## src/rtl/dlv_pkg.sv

```systemverilog
package dlv_pkg;

   typedef enum logic [2:0] {
      EV_EXTINT = 3'd0,
      EV_NMI    = 3'd2,
      EV_HWEXC  = 3'd3,
      EV_SWINT  = 3'd4,
      EV_PSWINT = 3'd5,
      EV_SWEXC  = 3'd6
   } ev_type_e;

   typedef enum logic [2:0] {
      XC_IN_DELIVERY = 3'd0,
      XC_DIRECT      = 3'd1,
      XC_DF_DIRECT   = 3'd2,
      XC_HFETCH      = 3'd3,
      XC_TRIPLE      = 3'd4
   } exit_cause_e;

   localparam int unsigned TYPE_W = 3;

   // Classes whose length field is meaningful.
   function automatic logic is_soft(input logic [2:0] t);
      return (t == EV_SWINT) || (t == EV_PSWINT) || (t == EV_SWEXC);
   endfunction

   // Classes whose vector is an exception number.
   function automatic logic is_exc(input logic [2:0] t);
      return (t == EV_HWEXC) || (t == EV_SWEXC);
   endfunction

endpackage

```

## src/rtl/dlv_window.sv

```systemverilog
module dlv_window
   import dlv_pkg::*;
#(
   parameter int unsigned VEC_W = 8,
   parameter int unsigned ERR_W = 32,
   parameter int unsigned LEN_W = 4
)(
   input  logic               clk,
   input  logic               rst_n,
   input  logic               dlv_start,
   input  logic [VEC_W-1:0]   dlv_vector,
   input  logic [TYPE_W-1:0]  dlv_type,
   input  logic               dlv_err_push,
   input  logic [ERR_W-1:0]   dlv_err_code,
   input  logic [LEN_W-1:0]   dlv_ilen,
   input  logic               dlv_injected,
   input  logic [LEN_W-1:0]   entry_len,
   input  logic               handler_fetch,
   output logic               win_open,
   output logic [VEC_W-1:0]   rec_vec,
   output logic [TYPE_W-1:0]  rec_type,
   output logic               rec_push,
   output logic [ERR_W-1:0]   rec_err,
   output logic [LEN_W-1:0]   rec_len
);

   logic [LEN_W-1:0] len_src;

   // Entry-injected events report the length handed over at entry.
   assign len_src = dlv_injected ? entry_len : dlv_ilen;

   always_ff @(posedge clk) begin
      if (!rst_n) begin
         win_open <= 1'b0;
      end else if (dlv_start) begin
         win_open <= 1'b1;
      end else if (handler_fetch) begin
         win_open <= 1'b0;
      end
   end

   always_ff @(posedge clk) begin
      if (!rst_n) begin
         rec_vec  <= '0;
         rec_type <= '0;
         rec_push <= 1'b0;
         rec_err  <= '0;
         rec_len  <= '0;
      end else if (dlv_start) begin
         rec_vec  <= dlv_vector;
         rec_type <= dlv_type;
         rec_push <= dlv_err_push;
         rec_err  <= dlv_err_code;
         rec_len  <= len_src;
      end
   end

endmodule

```

## src/rtl/dlv_pack.sv

```systemverilog
module dlv_pack
   import dlv_pkg::*;
#(
   parameter int unsigned VEC_W        = 8,
   parameter int unsigned ERR_W        = 32,
   parameter int unsigned LEN_W        = 4,
   parameter int unsigned INFO_W       = 32,
   parameter int unsigned NMI_VEC      = 2,
   parameter int unsigned EXC_VEC_BITS = 5,
   parameter bit          MASK_UNDEF   = 1'b1
)(
   input  logic               in_dlv,
   input  logic [VEC_W-1:0]   rec_vec,
   input  logic [TYPE_W-1:0]  rec_type,
   input  logic               rec_push,
   input  logic [ERR_W-1:0]   rec_err,
   input  logic [LEN_W-1:0]   rec_len,
   output logic [INFO_W-1:0]  info_d,
   output logic [ERR_W-1:0]   err_d,
   output logic [LEN_W-1:0]   len_d
);

   localparam int unsigned TYPE_LSB  = VEC_W;
   localparam int unsigned ERRV_BIT  = VEC_W + TYPE_W;
   localparam int unsigned VALID_BIT = INFO_W - 1;
   localparam logic [VEC_W-1:0] EXC_MASK = VEC_W'((1 << EXC_VEC_BITS) - 1);
   localparam logic [VEC_W-1:0] NMI_V    = VEC_W'(NMI_VEC);

   logic [VEC_W-1:0]  vec_f;
   logic              errv;
   logic [INFO_W-1:0] raw_info;
   logic [ERR_W-1:0]  raw_err;
   logic [LEN_W-1:0]  raw_len;

   always_comb begin
      if (rec_type == EV_NMI)
         vec_f = NMI_V;
      else if (is_exc(rec_type))
         vec_f = rec_vec & EXC_MASK;
      else
         vec_f = rec_vec;
   end

   assign errv = rec_push && (rec_type == EV_HWEXC);

   always_comb begin
      raw_info                        = '0;
      raw_info[VEC_W-1:0]             = vec_f;
      raw_info[TYPE_LSB +: TYPE_W]    = rec_type;
      raw_info[ERRV_BIT]              = errv;
      raw_info[VALID_BIT]             = 1'b1;
   end

   assign raw_err = errv ? rec_err : '0;
   assign raw_len = is_soft(rec_type) ? rec_len : '0;

   generate
      if (MASK_UNDEF) begin : g_mask
         assign info_d = in_dlv ? raw_info : '0;
         assign err_d  = in_dlv ? raw_err  : '0;
         assign len_d  = in_dlv ? raw_len  : '0;
      end else begin : g_raw
         always_comb begin
            info_d            = raw_info;
            info_d[VALID_BIT] = in_dlv;
         end
         assign err_d = raw_err;
         assign len_d = raw_len;
      end
   endgenerate

endmodule

```

## src/rtl/dlv_exit_recorder.sv

```systemverilog
module dlv_exit_recorder
   import dlv_pkg::*;
#(
   parameter int unsigned VEC_W        = 8,
   parameter int unsigned ERR_W        = 32,
   parameter int unsigned LEN_W        = 4,
   parameter int unsigned INFO_W       = 32,
   parameter int unsigned NMI_VEC      = 2,
   parameter int unsigned EXC_VEC_BITS = 5,
   parameter bit          MASK_UNDEF   = 1'b1
)(
   input  logic              clk,
   input  logic              rst_n,
   input  logic              dlv_start,
   input  logic [VEC_W-1:0]  dlv_vector,
   input  logic [2:0]        dlv_type,
   input  logic              dlv_err_push,
   input  logic [ERR_W-1:0]  dlv_err_code,
   input  logic [LEN_W-1:0]  dlv_ilen,
   input  logic              dlv_injected,
   input  logic [LEN_W-1:0]  entry_len,
   input  logic              handler_fetch,
   input  logic              exit_strobe,
   input  logic [2:0]        exit_cause,
   output logic [INFO_W-1:0] vect_info,
   output logic [ERR_W-1:0]  vect_err,
   output logic [LEN_W-1:0]  exit_ilen
);

   generate
      if (INFO_W < VEC_W + TYPE_W + 2) begin : g_bad_info
         $error("INFO_W too narrow for vector, type, error flag and valid bit");
      end
      if (EXC_VEC_BITS > VEC_W) begin : g_bad_exc
         $error("EXC_VEC_BITS exceeds VEC_W");
      end
      if (LEN_W < 4) begin : g_bad_len
         $error("LEN_W must hold a 1 to 15 byte count");
      end
      if (NMI_VEC >= (1 << VEC_W)) begin : g_bad_nmi
         $error("NMI_VEC does not fit VEC_W");
      end
   endgenerate

   logic              win_open;
   logic [VEC_W-1:0]  rec_vec;
   logic [2:0]        rec_type;
   logic              rec_push;
   logic [ERR_W-1:0]  rec_err;
   logic [LEN_W-1:0]  rec_len;
   logic              in_dlv;
   logic [INFO_W-1:0] info_d;
   logic [ERR_W-1:0]  err_d;
   logic [LEN_W-1:0]  len_d;

   dlv_window #(
      .VEC_W (VEC_W),
      .ERR_W (ERR_W),
      .LEN_W (LEN_W)
   ) u_win (
      .clk           (clk),
      .rst_n         (rst_n),
      .dlv_start     (dlv_start),
      .dlv_vector    (dlv_vector),
      .dlv_type      (dlv_type),
      .dlv_err_push  (dlv_err_push),
      .dlv_err_code  (dlv_err_code),
      .dlv_ilen      (dlv_ilen),
      .dlv_injected  (dlv_injected),
      .entry_len     (entry_len),
      .handler_fetch (handler_fetch),
      .win_open      (win_open),
      .rec_vec       (rec_vec),
      .rec_type      (rec_type),
      .rec_push      (rec_push),
      .rec_err       (rec_err),
      .rec_len       (rec_len)
   );

   // Only a fault-during-delivery cause inside an open window qualifies.
   assign in_dlv = win_open && (exit_cause == XC_IN_DELIVERY);

   dlv_pack #(
      .VEC_W        (VEC_W),
      .ERR_W        (ERR_W),
      .LEN_W        (LEN_W),
      .INFO_W       (INFO_W),
      .NMI_VEC      (NMI_VEC),
      .EXC_VEC_BITS (EXC_VEC_BITS),
      .MASK_UNDEF   (MASK_UNDEF)
   ) u_pack (
      .in_dlv   (in_dlv),
      .rec_vec  (rec_vec),
      .rec_type (rec_type),
      .rec_push (rec_push),
      .rec_err  (rec_err),
      .rec_len  (rec_len),
      .info_d   (info_d),
      .err_d    (err_d),
      .len_d    (len_d)
   );

   always_ff @(posedge clk) begin
      if (!rst_n) begin
         vect_info <= '0;
         vect_err  <= '0;
         exit_ilen <= '0;
      end else if (exit_strobe) begin
         vect_info <= info_d;
         vect_err  <= err_d;
         exit_ilen <= len_d;
      end
   end

endmodule

```

## config.mk

```make
export PLATFORM = sky130hd
export DESIGN_NAME = dlv_exit_recorder
export DESIGN_NICKNAME = d
export VERILOG_FILES = /design/src/rtl/dlv_pkg.sv /design/src/rtl/dlv_window.sv /design/src/rtl/dlv_pack.sv /design/src/rtl/dlv_exit_recorder.sv
export SDC_FILE = /design/constraint.sdc
export NUM_CORES = 1
export LEC_CHECK = 0
export ABC_AREA = 1
export BUFFER_PORTS_ARGS = -buffer_cell sky130_fd_sc_hd__buf_4
export CORE_UTILIZATION = 49
export DETAILED_ROUTE_END_ITERATION = 6
export GPL_TIMING_DRIVEN = 1
export PLACE_DENSITY = 0.79
export SETUP_SLACK_MARGIN = 0.4
export SYNTH_ARGS = -nofsm -noshare
export SYNTH_HDL_FRONTEND = slang
export SYNTH_SLANG_ARGS = --single-unit
```

## constraint.sdc

```tcl
create_clock -name clk -period 1.55 [get_ports clk]
set_input_delay 0.2325 -clock clk [delete_from_list [all_inputs] [get_ports clk]]
set_output_delay 0.2325 -clock clk [all_outputs]
set_load 0.01 [all_outputs]
```

==> results by group, run 1 <==
Place
  – Placed cell areas: approximately 4500 um^2
  – Buffers on Ports: 109
  – DP Wirelength: between 5000 and 6000 um
  – Placer Congestion: 0.773

Worst hold path
  – Min-Delay Path Class: input port to register

Worst setup path
  – Reg2reg start: u_win.win_open$_SDFFE_PN0P_
  – WP buf/inv: 2
  – Required time worst endpoint: between 1.5 and 2 ns
  – R2r setup slk: 0.28 ns
  – Critical path peak fanout: 8
  – Crit. End Element: register
  – Slowest library cell on the worst path: dfxtp_2
  – Worst Setup EP: vect_err[9]$_SDFFE_PN0P_
  – Worst Path Arrival: 1.56 ns
  – Worst reg2reg path depth: 8
  – Worst r2r dst: vect_err[9]$_SDFFE_PN0P_
  – Top delay family on crit path: simple AND/OR/NAND/NOR gates
  – Startpoint Class: register
  – CP Launch Point: u_win.win_open$_SDFFE_PN0P_
  – Crit path largest cell delay: 0.34 ns
  – WP depth: 8
  – CP Cell Sequence: nand2_2 > nor2_4 > nand2_4 > nor2_4 > buf_12 > clkbuf_16 > nand2_4 > a21oi_2
  – Setup CP Type: register to register

Finish
  – Cell area after layout: 4950 um^2
  – Layout cell share with drive strength beyond 1: 0.308
  – N_diodes: 0
  – Synth-to-Final Area Change: 35.4%
  – Finished Core Util: 0.686
  – Nets@finish: around 640

Detailed routing
  – Antenna Nets Post-Route: 0
  – Final WL: approximately 9100 um
  – DR vias: 3337
  – Drt initial violations: 164
  – WL/cell: 13.4 um
  – Drt via density: 4.91
  – TritonRoute pass-1 iters: 4
  – DRC errors left: 0

Synthesis
  – Synth Area in Simple Gates: 0.221
  – Flops & latches, synth: 98
  – Synth cell count leaders: nand2_1, dfxtp_1, nor2_1
  – Top-count cell post-synth: nand2_1
  – Post-synth EDFFs: 0
  – Post-synthesis mux area share: 0
  – Synth Area in Adders: 0
  – Mapped Area: 3660 um^2
  – Synth top area share: 0.536
  – Sequential area share after synthesis: 0.536
  – Synth warn: 0
  – Ys flop type: dfxtp_1
  – Async SR Flop Fraction: 0
  – Area leader, netlist: dfxtp_1
  – Post-Synth XOR/XNOR Area: 0
  – Largest family of logic cells by synthesized area: simple AND/OR/NAND/NOR gates
  – Ranking of synthesized cells by area: dfxtp_1, nand2_1, nor2_1
  – Synth Instances: between 400 and 500
  – Avg Inst Size Synth: 7.76 um^2
  – Synth Area in Compound Gates: 0.146
  – Synth unique cells: 21

Power and ir drop
  – Peak supply drop: 0.467 mV
  – PwrDens: just under 1000 nW/um^2
  – Pleak: 2.18 nW
  – Tot Pwr: 4.87 mW

STA
  – Skew final: 0.00640 ns
  – RSZ-0062 raised after global routing: yes
  – Final setup fails: 0
  – Setup TNS: 0 ns
  – Max Freq: 787 MHz
  – Hold WS: 0.0964 ns
  – Tcrit/Tclk final: 0.820
  – Endpoints failing hold: 0
  – Min Tclk post-route: roughly 1.3 ns
  – Slew Viols, Final: 0

Floorplan
  – Core area: 7210 um^2
  – I/O pin count: between 100 and 150
  – Die Y: 88.4 um
  – Die W: 88.4 um
  – DIE AREA: 7810 um^2
  – FP Rows: 31
  – Initial Utilization: 0.507

Global routing
  – Largest net degree at the start of global routing: 50
  – Gr usage total: 0.214
  – GR Util met2: 0.373
  – Initial antenna violation count: 0
  – Via count of the first global-routing pass: 2917
  – Global-route wire length before repair: 12900 um
  – GRT met1 Usage: 0.258
  – Grt total ovfl: 0
  – M3 GR Usage: 0.0382
  – Top Usage Layer GRT: met2

CTS
  – CTS tree: built
  – Cts bufs inserted: 9
  – Worst-Skew Late Latency: 0.35 ns
  – Bufs on Longest Clock Path: 2
  – CTS Hold Bufs: 0
  – Clk sinks: just under 100
  – CTS HTree Levels: 3
  – Clk slew on worst S/H paths: roughly 0.090 ns
  – Clock Tree Root: clkbuf_8

Job
  – # Max-Cap Violations: 0

Run status
  – Status: completed
-- worst register-to-register path: stages, from the launching register on --
cell       delay [ns]
dfxtp_2          0.34
nand2_2          0.06
nor2_4           0.12
nand2_4          0.08
nor2_4           0.13
buf_12           0.14
clkbuf_16        0.17
nand2_4          0.05
a21oi_2          0.13
-- cell type report --
class	instances	area [um^2]
fill	631	2260
inverter	17	67.6
tap	99	124
sequential	98	1960
multi-input combinational	327	1530
timing repair buffer	123	1040
clock buffer	10	138
clock inverter	6	87.6
-- report_power, final --
part | switching (mW) | internal [mW]
sequential | 0.0541 | 2.61
combinational | 0.229 | 0.181
clock | 0.840 | 0.959
total | 1.12 | 3.75
-- timing repair --
action,in CTS,in global routing
gates cloned,0,4
buffers inserted,0,2
setup endpoints to repair,46,48
pin swaps,0,10
gates resized for setup,2,34
-- placed cells by master, fill, tap and decap left out --
master,instances
a21oi_1,36
a21oi_2,17
buf_12,5
buf_4,114
buf_6,1
bufinv_16,2
clkbuf_16,3
clkbuf_8,10
clkinv_2,2
clkinvlp_4,1
conb_1,19
dfxtp_1,96
dfxtp_2,2
inv_1,15
inv_2,1
inv_6,2
nand2_1,90
nand2_2,12
nand2_4,3
nand3_1,11
nand4_2,1
nor2_1,85
nor2_4,3
o211ai_1,4
o21ai_0,45
o21ai_1,1
-- metrics by stage --
stage | setup slack [ns] | instances
floorplan | 0.455 | 489
global placement | 0.370 | 658
detailed placement | 0.267 | 658
CTS | 0.320 | 674
global route | 0.216 | 680
finish | 0.279 | 680
-- sequential cells by signal (all words and copies together), names as in the netlist --
signal	flops
vect_info	13
u_win.rec_type	3
u_win.rec_len	4
u_win.rec_push	1
u_win.rec_vec	8
vect_err	32
exit_ilen	4
u_win.win_open	1
u_win.rec_err	32
-- how the worst min path moves through the flow --
stage / startpoint / end / slack, ns / depth (start not counted)
after global routing: dlv_err_code[29] / u_win.rec_err[29]$_SDFFE_PN0P_ / 0.10 / 3
final: dlv_err_code[5] / u_win.rec_err[5]$_SDFFE_PN0P_ / 0.1 / 3
after CTS: dlv_err_code[15] / u_win.rec_err[15]$_SDFFE_PN0P_ / 0.09 / 3
after floorplan: dlv_err_code[10] / u_win.rec_err[10]$_SDFFE_PN0P_ / 0.37 / 2
after global placement: u_win.rec_err[7]$_SDFFE_PN0P_ / vect_err[7]$_SDFFE_PN0P_ / 0.44 / 2
after detailed placement: u_win.rec_err[5]$_SDFFE_PN0P_ / vect_err[5]$_SDFFE_PN0P_ / 0.45 / 2
-- layer usage --
| metal | routed length (um) | up-vias |
|---|---|---|
| met1 | 3860 | 1521 |
| met2 | 4550 | 128 |
| met3 | 561 | 15 |
| li1 | - | 1673 |
| met4 | 146 | 0 |
| met5 | 0 | - |
-- cell families (layout without fill, tap and decap cells) --
group                  after synthesis  count (layout)
AOI/OAI and AO/OA                  103             103
other                                1              19
buffers and inverters               64             156
DFF                                 98              98
and+or+nand+nor                    205             205
No activity file was read; power rests on OpenSTA's default activity.
==> run 2: changes to the inputs <==
Settings changed: CORE_UTILIZATION 49 to 44, PLACE_DENSITY 0.79 to 0.75.
Clock period 1.55 ns to 1.15 ns, I/O delays scaled along.
==> run 2 against run 1 <==
Effect of this change:
- the run now ends with setup timing left
- final cell count grew 2.6%
- die area is 11% higher
- sequential power is 35% higher
- worst setup slack worse by 0.40 ns
- total power grew 40%
- combinational power up 45%
- clock power is 46% higher
- clock skew shrank 0.00064 ns
- non-clock buffer count up 16
- first-iteration DRC count is 12% lower
- critical path type unchanged
- critical endpoint is now vect_err[17]$_SDFFE_PN0P_
- highest routed layer unchanged
==> results by group, run 2 (synthesis gave the netlist of run 1 again) <==
Detailed routing
  – Antenna Nets Post-Route: 0 (unchanged)
  – DR vias: 3404 (+2.0%)
  – TritonRoute pass-1 iters: 4 (unchanged)
  – Final WL: 9390 um (+3.0%)
  – WL/cell: 13.5 um (+0.32%)
  – Drt initial violations: 145 (-12%)
  – Drt via density: 4.88 (-0.62%)
  – DRC errors left: 0 (unchanged)

Worst setup path
  – Setup CP Type: register to register
  – Required time worst endpoint: 1.43 ns (-0.41 ns)
  – Worst r2r dst: vect_err[17]$_SDFFE_PN0P_
  – Worst reg2reg path depth: 7 (-1)
  – R2r setup slk: -0.12 ns (-0.40 ns)
  – Startpoint Class: register
  – Worst Path Arrival: 1.55 ns (about the same)
  – Crit. End Element: register
  – Critical path peak fanout: 17 (+9)
  – Reg2reg start: u_win.win_open$_SDFFE_PN0P_
  – CP Launch Point: u_win.win_open$_SDFFE_PN0P_

Finish
  – Most frequent cells in the layout: nand2_1, nor2_1, buf_4
  – Layout cell share with drive strength beyond 1: 0.404 (+0.0963)
  – Nets@finish: 653 (+2.5%)
  – Cell area after layout: 5300 um^2 (+7.0%)
  – Multi-input gate area: 1520 um^2 (-0.66%)
  – Largest regs: u_win.rec_err: 32 flops, vect_err: 32 flops, vect_info: 13 flops
  – Fill count: 641 (+1.6%)
  – Most common cell after layout, fill and taps aside: nand2_1
  – Register area: 2030 um^2 (+3.2%)
  – Non-Filler Instances: 698 (+2.6%)
  – N_diodes: 0 (unchanged)
  – Synth-to-Final Area Change: 44.9%

Power and ir drop
  – PwrDens: 1280 nW/um^2 (+30%)
  – Pleak: 2.29 nW (+5.1%)
  – Tot Pwr: 6.80 mW (+40%)
  – Peak supply drop: 0.710 mV (+52%)

Place
  – Placer Congestion: 0.820 (+6.1%)
  – DP Wirelength: 5880 um (+2.0%)
  – Buffers on Ports: 109 (unchanged)
  – Number of cells in the design after placement: 667 (+1.4%)
  – Placed cell areas: 4570 um^2 (+1.8%)

CTS
  – Clk slew on worst S/H paths: 0.09 ns (about the same)
  – Worst-Skew Late Latency: 0.35 ns (about the same)
  – CTS HTree Levels: 3 (unchanged)
  – Clk sinks: 98 (unchanged)
  – Cts bufs inserted: 9 (unchanged)
  – CTS tree: built
  – Clock Tree Root: clkbuf_8
  – Bufs on Longest Clock Path: 2 (unchanged)
  – CTS Hold Bufs: 0 (unchanged)

Global routing
  – Initial antenna violation count: 0 (unchanged)
  – Via count of the first global-routing pass: 3078 (+5.5%)
  – Gr usage total: 0.211 (-0.00271)
  – Grt total ovfl: 0 (unchanged)
  – Global-route wire length before repair: 14300 um (+11%)
  – Largest net degree at the start of global routing: 36 (-28%)

STA
  – Tcrit/Tclk final: 1.10 (+0.284)
  – Slew Viols, Final: 0 (unchanged)
  – Final setup fails: 38 (+38)
  – RSZ-0062 raised after global routing: yes
  – Skew final: 0.00576 ns (-0.000639 ns)
  – Worst setup margin: -0.119 ns (-0.398 ns)
  – Endpoints failing hold: 0 (unchanged)
  – Max Freq: 788 MHz (+0.14%)
  – Min Tclk post-route: 1.27 ns (-0.00183 ns)

Floorplan
  – FP Rows: 32 (+3.2%)
  – I/O pin count: 129 (unchanged)
  – Initial Utilization: 0.464 (-0.0433)
  – Core area: 7890 um^2 (+9.3%)
  – Die Y: 93.2 um (+5.4%)
  – Die W: 93.2 um (+5.4%)
  – DIE AREA: 8680 um^2 (+11%)

Worst hold path
  – Hold Crit Depth: 3 (unchanged)
  – Hold path start: dlv_err_code[5]
  – Min-Delay Path Class: input port to register
  – Hold EP: u_win.rec_err[5]$_SDFFE_PN0P_

Run status
  – Status: finished, violations left
  – Failing checks: setup timing

Job
  – # Max-Cap Violations: 0 (unchanged)
run 2: how the worst max path moves through the flow:
| stage | endpoint | depth (start not counted) | slack (ns) |
|---|---|---|---|
| after floorplan | vect_err[14]$_SDFFE_PN0P_ | 7 | 0.08 |
| after global placement | vect_err[14]$_SDFFE_PN0P_ | 7 | 0.02 |
| after detailed placement | vect_err[1]$_SDFFE_PN0P_ | 7 | -0.009 |
| after CTS | vect_err[9]$_SDFFE_PN0P_ | 7 | -0.04 |
| after global routing | vect_err[25]$_SDFFE_PN0P_ | 7 | -0.19 |
| final | vect_err[17]$_SDFFE_PN0P_ | 7 | -0.12 |
run 2: power breakdown:
group | leakage, nW | switching (mW) | total, mW | internal [mW]
clock | 0.118 | 1.14 | 2.63 | 1.49
sequential | 0.828 | 0.0677 | 3.58 | 3.51
combinational | 1.35 | 0.325 | 0.594 | 0.269
run 2: per-layer routing:
layer / up-vias / wire length, um / GRT usage
li1: 1708 / - / -
met1: 1559 / 4140 / 0.274
met2: 125 / 4570 / 0.347
met3: 12 / 548 / 0.0415
met4: 0 / 135 / 0.0795
met5: - / 0 / 0
run 2: worst max-delay path: stages, from the launching register on:
cell and delay, ns:
dfxtp_2 0.33, nand2_1 0.05, nor2_1 0.10, nand2_2 0.11, nor2_4 0.20, buf_12 0.18
nand2_1 0.09, a21oi_2 0.14
run 2: area by class of cell:
class                           instances  share of cell area
Clock buffer                           10              0.0260
Clock inverter                          5              0.0194
Inverter                               17              0.0120
Multi-Input combinational cell        327               0.286
Sequential cell                        98               0.383
Tap cell                              102              0.0241
Timing Repair Buffer                  139               0.249
run 2: metrics by stage:
step	util	hold WS [ns]	worst slack, ns	setup TNS [ns]
after floorplan	-	0.307	0.0794	0
after global placement	0.580	0.394	0.0207	0
after detailed placement	0.580	0.399	-0.00887	-0.0123
after CTS	0.648	0.0214	-0.0351	-0.473
after global routing	0.672	0.0369	-0.185	-5.62
final	0.672	0.0357	-0.119	-2.49
run 2: what timing repair did:
action / CTS / global route
setup endpoints to repair: 98 / 100
gates cloned: 0 / 1
pin swaps: 1 / 2
buffers inserted: 4 / 11
gates resized for setup: 104 / 24
==> run 3: changes to the inputs <==
Settings changed: CELL_PAD_IN_SITES_DETAIL_PLACEMENT set to 1, CELL_PAD_IN_SITES_GLOBAL_PLACEMENT set to 1, CORE_UTILIZATION 44 to 31, CTS_CLUSTER_SIZE set to 10, PLACE_DENSITY 0.75 to unset, PLACE_DENSITY_LB_ADDON set to 0.1.
==> run 3 against run 2 <==
Effect of this change:
- the run still ends with setup timing left
- total power is 7.2% higher
- global-route usage decreased by 3.7 points
- register-to-register slack better by 0.06 ns
- highest routed layer unchanged
- design area grew 4.7%
- clock skew grew 0.0013 ns
- routed wire length rose by 13%
==> results by group, run 3 (synthesis gave the netlist of run 1 again) <==
Finish
  – Largest regs: u_win.rec_err: 32 flops, vect_err: 32 flops, vect_info: 13 flops
  – Multi-input gate area: 1610 um^2 (+6.3%)
  – Most frequent cells in the layout: nand2_1, nor2_1, buf_4
  – Fill count: 1358 (+110%)
  – Nets@finish: 655 (+0.31%)
  – Layout cell share with drive strength beyond 1: 0.439 (+0.0347)
  – Most common cell after layout, fill and taps aside: nand2_1
  – Synth-to-Final Area Change: 51.7%
  – Register area: 2030 um^2 (about the same)
  – N_diodes: 0 (unchanged)
  – Cell area after layout: 5550 um^2 (+4.7%)

Detailed routing
  – Drt via density: 4.61 (-5.5%)
  – TritonRoute pass-1 iters: 4 (unchanged)
  – Final WL: 10600 um (+13%)
  – DRC errors left: 0 (unchanged)
  – Antenna Nets Post-Route: 0 (unchanged)
  – DR vias: 3420 (+0.47%)
  – Drt initial violations: 104 (-28%)
  – WL/cell: 14.3 um (+6.6%)

CTS
  – Bufs on Longest Clock Path: 2 (unchanged)
  – CTS tree: built
  – CTS HTree Levels: 3 (unchanged)
  – Worst-Skew Late Latency: 0.34 ns (about the same)
  – Cts bufs inserted: 9 (unchanged)
  – Clk sinks: 98 (unchanged)
  – Clk slew on worst S/H paths: 0.07 ns (-0.02 ns)
  – Clock Tree Root: clkbuf_16

Worst setup path
  – Worst Path Arrival: 1.47 ns (-0.08 ns)
  – Setup CP Type: register to register
  – Critical path peak fanout: 21 (+4)
  – Crit. End Element: register
  – Worst reg2reg path depth: 7 (unchanged)
  – Required time worst endpoint: 1.41 ns (-0.02 ns)
  – Startpoint Class: register

STA
  – Min Tclk post-route: 1.21 ns (-0.0591 ns)
  – Max Freq: 826 MHz (+4.9%)
  – Skew final: 0.00710 ns (+0.00135 ns)
  – Final setup fails: 27 (-29%)
  – RSZ-0062 raised after global routing: yes
  – Slew Viols, Final: 0 (unchanged)
  – Worst setup margin: -0.0601 ns (+0.0591 ns)
  – Endpoints failing hold: 0 (unchanged)
  – Setup TNS: -0.332 ns (+2.16 ns)
  – Tcrit/Tclk final: 1.05 (-0.0514)

Global routing
  – Global-route wire length before repair: 17000 um (+19%)
  – Grt total ovfl: 0 (unchanged)
  – Gr usage total: 0.174 (-0.0374)
  – Via count of the first global-routing pass: 3467 (+13%)
  – Initial antenna violation count: 0 (unchanged)
  – Largest net degree at the start of global routing: 30 (-17%)

Floorplan
  – DIE AREA: 12200 um^2 (+41%)
  – Core area: 11500 um^2 (+45%)
  – I/O pin count: 129 (unchanged)
  – Initial Utilization: 0.319 (-0.145)
  – Die W: 111 um (+19%)
  – Die Y: 111 um (+19%)
  – FP Rows: 39 (+22%)

Power and ir drop
  – Clock power frac: 0.419 (+0.033)
  – Pleak: 2.36 nW (+3.0%)
  – PwrDens: 1310 nW/um^2 (+2.3%)
  – Switching share of power: 0.230 (+0.00500)
  – Reg power frac: 0.492 (-0.034)
  – Combinational share of power: 0.090 (+0.003)
  – Internal: 5.61 mW (+6.5%)
  – Switching pwr: 1.68 mW (+9.5%)
  – Tot Pwr: 7.29 mW (+7.2%)
  – Peak supply drop: 0.683 mV (-3.8%)

Worst hold path
  – Min-Delay Path Class: input port to register
  – Hold Crit Depth: 3 (unchanged)

Place
  – Placer Congestion: 0.721 (-12%)
  – Placed cell areas: 4680 um^2 (+2.4%)
  – Buffers on Ports: 109 (unchanged)
  – DP Wirelength: 6990 um (+19%)

Run status
  – Failing checks: setup timing
  – Status: finished, violations left

Job
  – # Max-Cap Violations: 0 (unchanged)
## run 3: cell types whose count changed in the layout (fill, tap and decap cells not counted), sizes merged
cell	change
buf	+3
clkinv	+3
inv	-3
bufinv	-2
clkbuf	+1
clkinvlp	+1
## run 3: path summary, 6_finish.rpt
kind                                  start                       endpoint  slack [ns]
max             u_win.win_open$_SDFFE_PN0P_      vect_err[17]$_SDFFE_PN0P_       -0.06
min                           dlv_vector[4]  u_win.rec_vec[4]$_SDFFE_PN0P_        0.05
max reg2reg     u_win.win_open$_SDFFE_PN0P_      vect_err[17]$_SDFFE_PN0P_       -0.06
min reg2reg  u_win.rec_err[21]$_SDFFE_PN0P_      vect_err[21]$_SDFFE_PN0P_        0.45
## run 3: what timing repair did
item                                    4_1_cts  5_1_grt
endpoints found under the setup margin       98       99
pin swaps                                     5        5
resized for setup                           136       25
hold buffers                                  0        0
buffers inserted                              2       10
## run 3: per-stage QoR
| step | util | setup WS [ns] | hold slack [ns] | cells |
|---|---|---|---|---|
| after CTS | 0.470 | -0.0430 | 0.0441 | 732 |
| after global placement | 0.408 | -0.0204 | 0.395 | 714 |
| after global routing | 0.484 | -0.166 | 0.0411 | 742 |
| after floorplan | - | 0.0794 | 0.307 | 489 |
| final | 0.484 | -0.0601 | 0.0538 | 742 |
| after detailed placement | 0.408 | -0.103 | 0.402 | 714 |
## run 3: per-layer routing
metal  up-vias  GRT usage  wire length (um)
li1       1707          -                 -
met1      1624      0.214              4830
met2        81      0.292              5210
met3         8     0.0549               522
met4         0     0.0462                78
met5         -          0                 0
## run 3: power groups by stage
stage / Clock (mW) / Combinational (mW) / Sequential (mW)
finish: 3.05 / 0.653 / 3.58
detailed placement: 0 / 0.613 / 3.65
floorplan: 0 / 0.344 / 3.64
global route: 3.29 / 0.724 / 3.59
CTS: 3.15 / 0.640 / 3.58
global placement: 0 / 0.603 / 3.65
## run 3: final cells by class
cell class	instances	area share
clock buffer	12	0.0462
clock inverter	4	0.00902
inverter	17	0.0138
multi-input combinational	327	0.291
sequential	98	0.365
tap	143	0.0323
timing repair buffer	141	0.242
## run 3: critical path, stage by stage (launching register included)
cell and delay, ns:
dfxtp_2 0.33, nand2_2 0.06, nor2_4 0.10, nand2_4 0.08
nor2_4 0.15, buf_12 0.18, nand2_1 0.09, a21oi_2 0.13
